==> config.mk <==
export PLATFORM = sky130hd
export DESIGN_NAME = cdtimer_top
export DESIGN_NICKNAME = d
export VERILOG_FILES = /design/src/rtl/cdtimer_pkg.sv /design/src/rtl/cdtimer_decode.sv /design/src/rtl/cdtimer_regs.sv /design/src/rtl/cdtimer_counter.sv /design/src/rtl/cdtimer_top.sv
export SDC_FILE = /design/constraint.sdc
export NUM_CORES = 1
export LEC_CHECK = 0
export ABC_AREA = 1
export ABC_CLOCK_PERIOD_IN_PS = 3300
export BUFFER_PORTS_ARGS = -buffer_cell sky130_fd_sc_hd__buf_2
export CORE_MARGIN = 2
export CORE_UTILIZATION = 45
export CTS_CLUSTER_DIAMETER = 120
export DETAILED_ROUTE_END_ITERATION = 7
export GPL_TIMING_DRIVEN = 0
export HOLD_SLACK_MARGIN = 0.05
export PLACE_DENSITY = 0.74
export SKIP_CTS_REPAIR_TIMING = 1
export SLEW_MARGIN = 25
export SYNTH_ARGS = -nofsm -noshare
export SYNTH_HDL_FRONTEND = slang
export SYNTH_SLANG_ARGS = --single-unit
==> constraint.sdc <==
create_clock -name clk -period 3.3 [get_ports clk]
set_clock_uncertainty 0.1 [all_clocks]
set_input_delay 0.33 -clock clk [delete_from_list [all_inputs] [get_ports clk]]
set_output_delay 0.33 -clock clk [all_outputs]
set_load 0.03 [all_outputs]
==> src/rtl/cdtimer_pkg.sv <==
package cdtimer_pkg;
    typedef enum logic {
        ST_IDLE = 1'b0,
        ST_RUN  = 1'b1
    } run_state_t;

    // word indices (bus_addr[..:2])
    localparam int unsigned W_STATUS = 0;
    localparam int unsigned W_CTRL   = 1;
    localparam int unsigned W_PERIOD = 2;
    localparam int unsigned W_SNAP   = 3;

    // control bits
    localparam int unsigned C_IRQ_EN = 0;
    localparam int unsigned C_CONT   = 1;
    localparam int unsigned C_START  = 2;
    localparam int unsigned C_STOP   = 3;

    // status bits
    localparam int unsigned S_TIMEOUT = 0;
    localparam int unsigned S_RUNNING = 1;
endpackage

==> src/rtl/cdtimer_decode.sv <==
module cdtimer_decode #(
    parameter int unsigned ADDR_W = 5,
    parameter int unsigned BE_W   = 4,
    localparam int unsigned IDX_W = ADDR_W - 2
) (
    input  logic              sel,
    input  logic              we,
    input  logic [BE_W-1:0]   be,
    input  logic [ADDR_W-1:0] addr,
    output logic              wr_status,
    output logic              wr_ctrl,
    output logic              wr_period,
    output logic              rd_ok,
    output logic [IDX_W-1:0]  rd_idx
);
    import cdtimer_pkg::*;

    logic word_ok;
    logic [IDX_W-1:0] idx;

    always_comb begin
        word_ok   = (be == {BE_W{1'b1}}) && (addr[1:0] == 2'b00);
        idx       = addr[ADDR_W-1:2];
        wr_status = sel && we && word_ok && (idx == IDX_W'(W_STATUS));
        wr_ctrl   = sel && we && word_ok && (idx == IDX_W'(W_CTRL));
        wr_period = sel && we && word_ok && (idx == IDX_W'(W_PERIOD));
        rd_ok     = sel && !we && word_ok;
        rd_idx    = idx;
    end
endmodule

==> src/rtl/cdtimer_regs.sv <==
module cdtimer_regs #(
    parameter int unsigned DATA_W = 32
) (
    input  logic              clk,
    input  logic              rst_n,
    input  logic              wr_status,
    input  logic              wr_ctrl,
    input  logic              wr_period,
    input  logic [DATA_W-1:0] wdata,
    input  logic              expire,
    output logic [DATA_W-1:0] ctrl,
    output logic [DATA_W-1:0] period,
    output logic              timeout
);
    always_ff @(posedge clk) begin
        if (!rst_n) begin
            ctrl    <= '0;
            period  <= '0;
            timeout <= 1'b0;
        end else begin
            if (wr_ctrl)   ctrl   <= wdata;
            if (wr_period) period <= wdata;
            if (expire)         timeout <= 1'b1;
            else if (wr_status) timeout <= 1'b0;
        end
    end

    AST_TO_CLEAR: assert property (@(posedge clk) disable iff (!rst_n)
        (wr_status && !expire) |=> !timeout);
    AST_TO_SET: assert property (@(posedge clk) disable iff (!rst_n)
        expire |=> timeout);
endmodule

==> src/rtl/cdtimer_counter.sv <==
module cdtimer_counter #(
    parameter int unsigned DATA_W = 32
) (
    input  logic              clk,
    input  logic              rst_n,
    input  logic              cnt_en,
    input  logic              load,
    input  logic [DATA_W-1:0] load_val,
    input  logic              start_req,
    input  logic              stop_req,
    input  logic              cont,
    input  logic [DATA_W-1:0] period,
    output logic [DATA_W-1:0] count,
    output logic              running,
    output logic              expire
);
    import cdtimer_pkg::*;

    run_state_t state, state_nxt;

    // output process
    always_comb begin
        running = (state == ST_RUN);
        expire  = running && cnt_en && !load &&
                  ((count == '0) || (count == DATA_W'(1)));
    end

    // next-state process
    always_comb begin
        state_nxt = state;
        unique case (state)
            ST_IDLE: if (start_req && !stop_req) state_nxt = ST_RUN;      // arm
            ST_RUN: begin
                if (stop_req)                           state_nxt = ST_IDLE; // halt
                else if (expire && !cont && !start_req) state_nxt = ST_IDLE; // finish
            end
            default: state_nxt = ST_IDLE;
        endcase
    end

    // state register
    always_ff @(posedge clk) begin
        if (!rst_n) state <= ST_IDLE;
        else        state <= state_nxt;
    end

    always_ff @(posedge clk) begin
        if (!rst_n)                  count <= '0;
        else if (load)               count <= load_val;
        else if (expire)             count <= cont ? period : '0;
        else if (running && cnt_en)  count <= count - DATA_W'(1);
    end

    AST_PERIOD_LOAD: assert property (@(posedge clk) disable iff (!rst_n)
        load |=> (count == $past(load_val)));
    AST_DECREMENT: assert property (@(posedge clk) disable iff (!rst_n)
        (running && cnt_en && !load && count > DATA_W'(1))
        |=> (count == $past(count) - DATA_W'(1)));
    AST_STOP_WINS: assert property (@(posedge clk) disable iff (!rst_n)
        stop_req |=> !running);
    AST_ONESHOT_HALT: assert property (@(posedge clk) disable iff (!rst_n)
        (expire && !cont && !start_req) |=> (!running && count == '0));
    AST_CONT_RELOAD: assert property (@(posedge clk) disable iff (!rst_n)
        (expire && cont && !stop_req) |=> (running && count == $past(period)));
endmodule

==> src/rtl/cdtimer_top.sv <==
module cdtimer_top #(
    parameter int unsigned ADDR_W = 5,
    parameter int unsigned DATA_W = 32,
    localparam int unsigned BE_W  = DATA_W / 8,
    localparam int unsigned IDX_W = ADDR_W - 2
) (
    input  logic              clk,
    input  logic              rst_n,
    input  logic              bus_sel,
    input  logic              bus_we,
    input  logic [BE_W-1:0]   bus_be,
    input  logic [ADDR_W-1:0] bus_addr,
    input  logic [DATA_W-1:0] bus_wdata,
    output logic [DATA_W-1:0] bus_rdata,
    input  logic              cnt_en,
    output logic              irq
);
    import cdtimer_pkg::*;

    logic wr_status, wr_ctrl, wr_period, rd_ok;
    logic [IDX_W-1:0] rd_idx;
    logic [DATA_W-1:0] ctrl, period, count;
    logic timeout, running, expire;

    cdtimer_decode #(.ADDR_W(ADDR_W), .BE_W(BE_W)) u_dec (
        .sel(bus_sel), .we(bus_we), .be(bus_be), .addr(bus_addr),
        .wr_status(wr_status), .wr_ctrl(wr_ctrl), .wr_period(wr_period),
        .rd_ok(rd_ok), .rd_idx(rd_idx)
    );

    cdtimer_regs #(.DATA_W(DATA_W)) u_regs (
        .clk(clk), .rst_n(rst_n),
        .wr_status(wr_status), .wr_ctrl(wr_ctrl), .wr_period(wr_period),
        .wdata(bus_wdata), .expire(expire),
        .ctrl(ctrl), .period(period), .timeout(timeout)
    );

    cdtimer_counter #(.DATA_W(DATA_W)) u_cnt (
        .clk(clk), .rst_n(rst_n), .cnt_en(cnt_en),
        .load(wr_period), .load_val(bus_wdata),
        .start_req(wr_ctrl && bus_wdata[C_START]),
        .stop_req(wr_ctrl && bus_wdata[C_STOP]),
        .cont(ctrl[C_CONT]), .period(period),
        .count(count), .running(running), .expire(expire)
    );

    always_comb begin
        bus_rdata = '0;
        if (rd_ok) begin
            unique case (rd_idx)
                IDX_W'(W_STATUS): begin
                    bus_rdata[S_TIMEOUT] = timeout;
                    bus_rdata[S_RUNNING] = running;
                end
                IDX_W'(W_CTRL):   bus_rdata = ctrl;
                IDX_W'(W_PERIOD): bus_rdata = period;
                IDX_W'(W_SNAP):   bus_rdata = count;
                default:          bus_rdata = '0;
            endcase
        end
        irq = timeout && ctrl[C_IRQ_EN];
    end

    AST_IRQ_NEEDS_FLAG: assert property (@(posedge clk) disable iff (!rst_n)
        (wr_status && !expire) |=> !irq);
    AST_BAD_ACCESS_ZERO: assert property (@(posedge clk) disable iff (!rst_n)
        (bus_sel && !bus_we && bus_be != {BE_W{1'b1}}) |-> (bus_rdata == '0));
endmodule

# After elaboration in Yosys (flattened, before gate mapping)
# Index checks and enable logic that the tools add are counted.
op_classes:
  n_eq_ne: 5
  reduce_logical: 28
  bitwise_logic: 1
  muxes: 13
  addsub: 1
ops:
  columns: ["op", "count"]
  rows:
  - ["32-bit 2-to-1 mux", 5]
  - ["30-bit case mux with 3 select lines", 1]
  - ["32-bit by 1-bit == test with 1-bit output (second input constant)", 1]
  - ["32-bit logical NOT", 1]
  - ["32-bit by 1-bit subtractor with 32-bit output (second input constant)", 1]
  - ["1-bit logical AND", 17]
  - ["2-bit case mux with 4 select lines", 1]
  - ["3-bit by 2-bit == test with 1-bit output (second input constant)", 2]
  - ["1-bit logical NOT", 5]
  - ["1-bit 2-to-1 mux", 5]
  - ["4-bit == test (second input constant)", 1]
  - ["3-bit by 1-bit == test with 1-bit output (second input constant)", 1]
  - ["3-bit logical NOT", 1]
  - ["3-bit nonzero test", 1]
  - ["2-bit logical NOT", 1]
  - ["1-bit case mux with 2 select lines", 1]
  - ["2-bit nonzero test", 1]
  - ["1-bit logical OR", 1]
  - ["1-bit inverter", 1]
word_totals:
  register_bits: 98
  wordCells: 53

# Longest topological paths before layout
logic_depth:
  depth_word: 12
  depth_mapped: 16
  depth_no_buf: 15

# Cells and area by module
# Synthesis repeated with hierarchy kept, for this count alone.
unflattened:
  hier_cells: 1166
  area_unflattened_um2: 7335.8
modules_own_cells:
  columns: ["module", "seq_area_each_um2", "cells_per_inst", "instances", "area_per_inst_um2"]
  rows:
  - ["cdtimer_regs", 1301.2, 379, 1, 2981.6]
  - ["cdtimer_counter", 660.6, 526, 1, 2972.9]
  - ["cdtimer_top", 0.0, 240, 1, 1275.0]
  - ["cdtimer_decode", 0.0, 21, 1, 106.4]

# Worst setup path after synthesis
# Ideal clock, no wire load.
synth_path:
  path_kind: "input to output"
  from: "input port bus_addr[1]"
  to: "output port bus_rdata[23]"
  required_ps: 2870
  arrival_time_ps: 1660
  path_buffers: 1
  setup_slack_ps: 1210
  path_stages: 6
  cell_sequence: "nor2_1 nand2_1 nor3_4 o211ai_1 clkbuf_1 a31oi_1"
synth_between:
  elab_chain_cells: 4
synth_lines:
  columns: ["element", "line", "text"]
  rows:
  - ["from (decl)", "cdtimer_top.sv:12", "input logic [ADDR_W-1:0] bus_addr,"]
  - ["2-bit logical NOT", "cdtimer_decode.sv:22", "word_ok = (be == {BE_W{1'b1}}) && (addr[1:0] == 2'b00);"]
  - ["1-bit logical AND", "cdtimer_decode.sv:22", null]
  - ["1-bit logical AND", "cdtimer_decode.sv:27", "rd_ok = sel && !we && word_ok;"]
  - ["32-bit 2-to-1 mux", "cdtimer_top.sv:49", "if (rd_ok) begin"]
  - ["to (decl)", "cdtimer_top.sv:14", "output logic [DATA_W-1:0] bus_rdata,"]
# Every way passes these cells.

# Worst setup path after layout
layout_path:
  from: "input port bus_addr[4]"
  to: "output port bus_rdata[30]"
layout_between:
  elab_chain_cells: 3
layout_lines:
  columns: ["element", "line", "text"]
  rows:
  - ["3-bit by 2-bit == test with 1-bit output / 3-bit by 1-bit == test with 1-bit output (equally long branches)", "cdtimer_top.sv:50", "unique case (rd_idx)"]
  - ["30-bit case mux with 3 select lines (*)", "cdtimer_top.sv:50", null]
  - ["32-bit 2-to-1 mux (*)", "cdtimer_top.sv:49", null]
# Mark *: on every way between the ends. The rest lies on a longest branch, timed or not.

==> flow_metrics.tcl <==
set metrics [dict create \
    status "complete, no violations" \
    worstPathArrival_ps 2390 \
    whs_path_depth 3 \
    drive_gt1_frac 0.171 \
    grt_max_degree 15 \
    numClockSinks 98 \
    vias 6486 \
    maxCapViolations 0 \
    cp_cell_sequence "buf_2 -> inv_2 -> nand3_1 -> clkinv_1 -> clkbuf_1 -> nand2_1 -> a31oi_1 -> buf_2" \
    fmax_mhz 355 \
    firstDrtPassIters 6 \
    p_per_area_nw_per_um2 345 \
    hold_start "bus_wdata[7]" \
    syn_inst 966 \
    cts_root_buffer "clkbuf_16" \
    grt_first_pass_wirelength_mm 31.2 \
    place_congestion 0.969 \
    final-setup-viol-count 0 \
    synthMostInstantiatedCell "nand2_1" \
    syn_avg_cell_area_um2 6.15 \
    htreeDepth 3 \
    final.setup.worst_slack_ps 483 \
    wire_per_inst_um 15.8 \
    synth_seq_cells 98 \
    worstRegToRegCells 11 \
    synth_common_cells "282 x nand2_1, 130 x nor2_1, 107 x inv_1, 98 x dfxtp_1, 66 x a21oi_1" \
    max_slew_margin 0.468 \
    end_kind "primary output" \
    initial_core_util 0.465 \
    clockBufferDepth 2 \
    final_area_um2 6830 \
    cts_made_buffers 9 \
    layout-area-overhead-vs-synth_pct 14.9 \
    synth-edff-count 0 \
    dpl.hpwl_mm 14.6 \
    hp-class "in -> reg" \
    fin_util 0.535 \
    rsz0062_at_grt "no" \
    timing.rr.start "u_cnt.count[0]" \
    num_io_pins 79 \
    hold_path_end "u_regs.ctrl[7]" \
    io_buffers 77 \
    synthArstFlopShare 0 \
    layout_min_cycle_time_ps 2820 \
    cts_tree "done" \
    antenna_found_initial 0 \
    drv_slew 0 \
    yosysSeqAreaShare 0.330 \
    drt-initial-drc-count 562 \
    p_leak_nw 3.10 \
    nets 1103 \
    hold_viol 0 \
    wl_mm 19.5 \
    ys.warnings.count 0 \
    reg2reg_to "u_cnt.count[28]" \
    setup_tns_ps 0 \
    clk_latency_ps 360 \
    synth_cell_types 36 \
    synth_fp_nets 1015 \
    gr-usage-all-layers 0.281 \
    pre_cts_slack_ps 576 \
    start_kind "input pin" \
    netlist.area_leader.share 0.330 \
    ys.flop_type "dfxtp_1" \
    worst_pin_slew_ps 799 \
    crit_fanout 10 \
    path_class "in -> out" \
    clkTransAtPathRegs_ps 60 \
    die_y_um 119 \
    antenna_left 0 \
    place_area_um2 6540 \
    peakVddDrop_mv 0.172 \
    crit_required_ps 2870 \
    design.core.area_um2 12800 \
    synth.largest_area_cell "dfxtp_1" \
    overflow 0 \
    n_antenna_cell 0 \
    drc 0 \
    period_share 0.854 \
    num_rows 41 \
    finalPower_w 0.00235 \
    synthTopCellsByArea "dfxtp_1 33%, nand2_1 18%, nor2_1 8.2%" \
    slowest_stage "clkbuf_1" \
    grt_pass1_vias 5978 \
    dieArea_um2 14100 \
    slowest_delay_ps 510 \
    vias_per_cell 5.27 \
    path_buf_inv 5 \
    synth_area_um2 5940 \
    r2r_slack_ps 980 \
    crit_family "buffers and inverters" \
    die_w_um 119 \
    crit_top_cell "buf_2" \
]
cell families (layout without fill, tap and decap cells):
family                   count (synthesis)  count (layout)  synth area share
XOR/XNOR                                11              11            0.0162
adder cells (fa/ha/maj)                  3               3           0.00632
AND/OR/NAND/NOR                        477             477             0.336
buffers and inverters                  177             270             0.120
AO/OA/AOI/OAI                          200             200             0.191
flip-flops                              98              98             0.330
layout make-up:
cell class,count,area (µm²)
Buffer,42,208
Clock buffer,14,274
Clock inverter,2,10.0
Fill cell,1311,5950
Inverter,135,507
Multi-Input combinational cell,691,3270
Sequential cell,98,1960
Tap cell,172,215
Timing Repair Buffer,77,385
routing by layer:
| layer | global-route usage | vias to the layer above | share of wire |
|---|---|---|---|
| met5 | 0 | - | 0 |
| met4 | 0.112 | 0 | 0.032 |
| met3 | 0.0479 | 41 | 0.073 |
| met2 | 0.462 | 260 | 0.46 |
| met1 | 0.367 | 2938 | 0.44 |
| li1 | - | 3247 | - |
power by group:
part           internal, W  total, W  switching, W
Combinational    0.0000359  0.000126     0.0000903
Clock             0.000572   0.00104      0.000472
Sequential         0.00118   0.00118   0.000000570
Total              0.00179   0.00235      0.000563
stage by stage:
step	cells	hold slack, ps
2_1_floorplan	966	340
3_3_place_gp	1215	356
4_1_cts	1231	103
6_report	1231	104
3_5_place_dp	1215	356
5_1_grt	1231	122
cell usage in the layout, fill, tap and decap left out, types with 2 or more instances in the layout:
cell / netlist / final
xor2_1: 9 / 9
o22ai_1: 23 / 23
o21ai_0: 59 / 59
buf_2: 19 / 96
nand4_1: 8 / 8
inv_1: 107 / 107
inv_2: 27 / 27
clkinv_2: 0 / 2
dfxtp_1: 98 / 98
nor2_4: 6 / 6
ha_1: 3 / 3
nor2_1: 130 / 130
nor3_1: 2 / 2
nand2_1: 282 / 282
clkbuf_1: 17 / 19
xnor2_1: 2 / 2
buf_1: 2 / 2
clkbuf_8: 0 / 3
a31oi_1: 27 / 27
nand2_2: 4 / 4
clkbuf_16: 0 / 9
nand3_1: 28 / 28
a21oi_2: 15 / 15
nand2_4: 2 / 2
a21oi_1: 66 / 66
a221oi_1: 3 / 3
o21ai_1: 6 / 6
buf_6: 3 / 3
nor2_2: 8 / 8
worst register-to-register path, cell delays in order, from the launching register on:
cell     delay [ps]
dfxtp_1         320
inv_1           170
ha_1            340
nand2_1         180
nor2_1          250
nand2_1         250
nor2_1          240
nand3_1         100
nand3_1          80
nand2_1          50
nand2_1          50
a21oi_1          60
flip-flops by register name, summed over array words and instances, names as in the netlist:
signal / cells
u_cnt.count: 32
u_cnt.running: 1
u_regs.ctrl: 32
u_regs.period: 32
u_regs.timeout: 1
worst max path at each step:
stage	from	end	depth (start not counted)	slack, ps
CTS	bus_addr[4]	bus_rdata[30]	8	560
floorplan	bus_addr[1]	bus_rdata[23]	6	1210
global route	bus_addr[4]	bus_rdata[30]	8	440
finish	bus_addr[4]	bus_rdata[30]	8	480
detailed placement	bus_addr[4]	bus_rdata[30]	8	580
global placement	bus_addr[4]	bus_rdata[30]	8	570
Note: power is estimated with default switching activity, not from simulation.
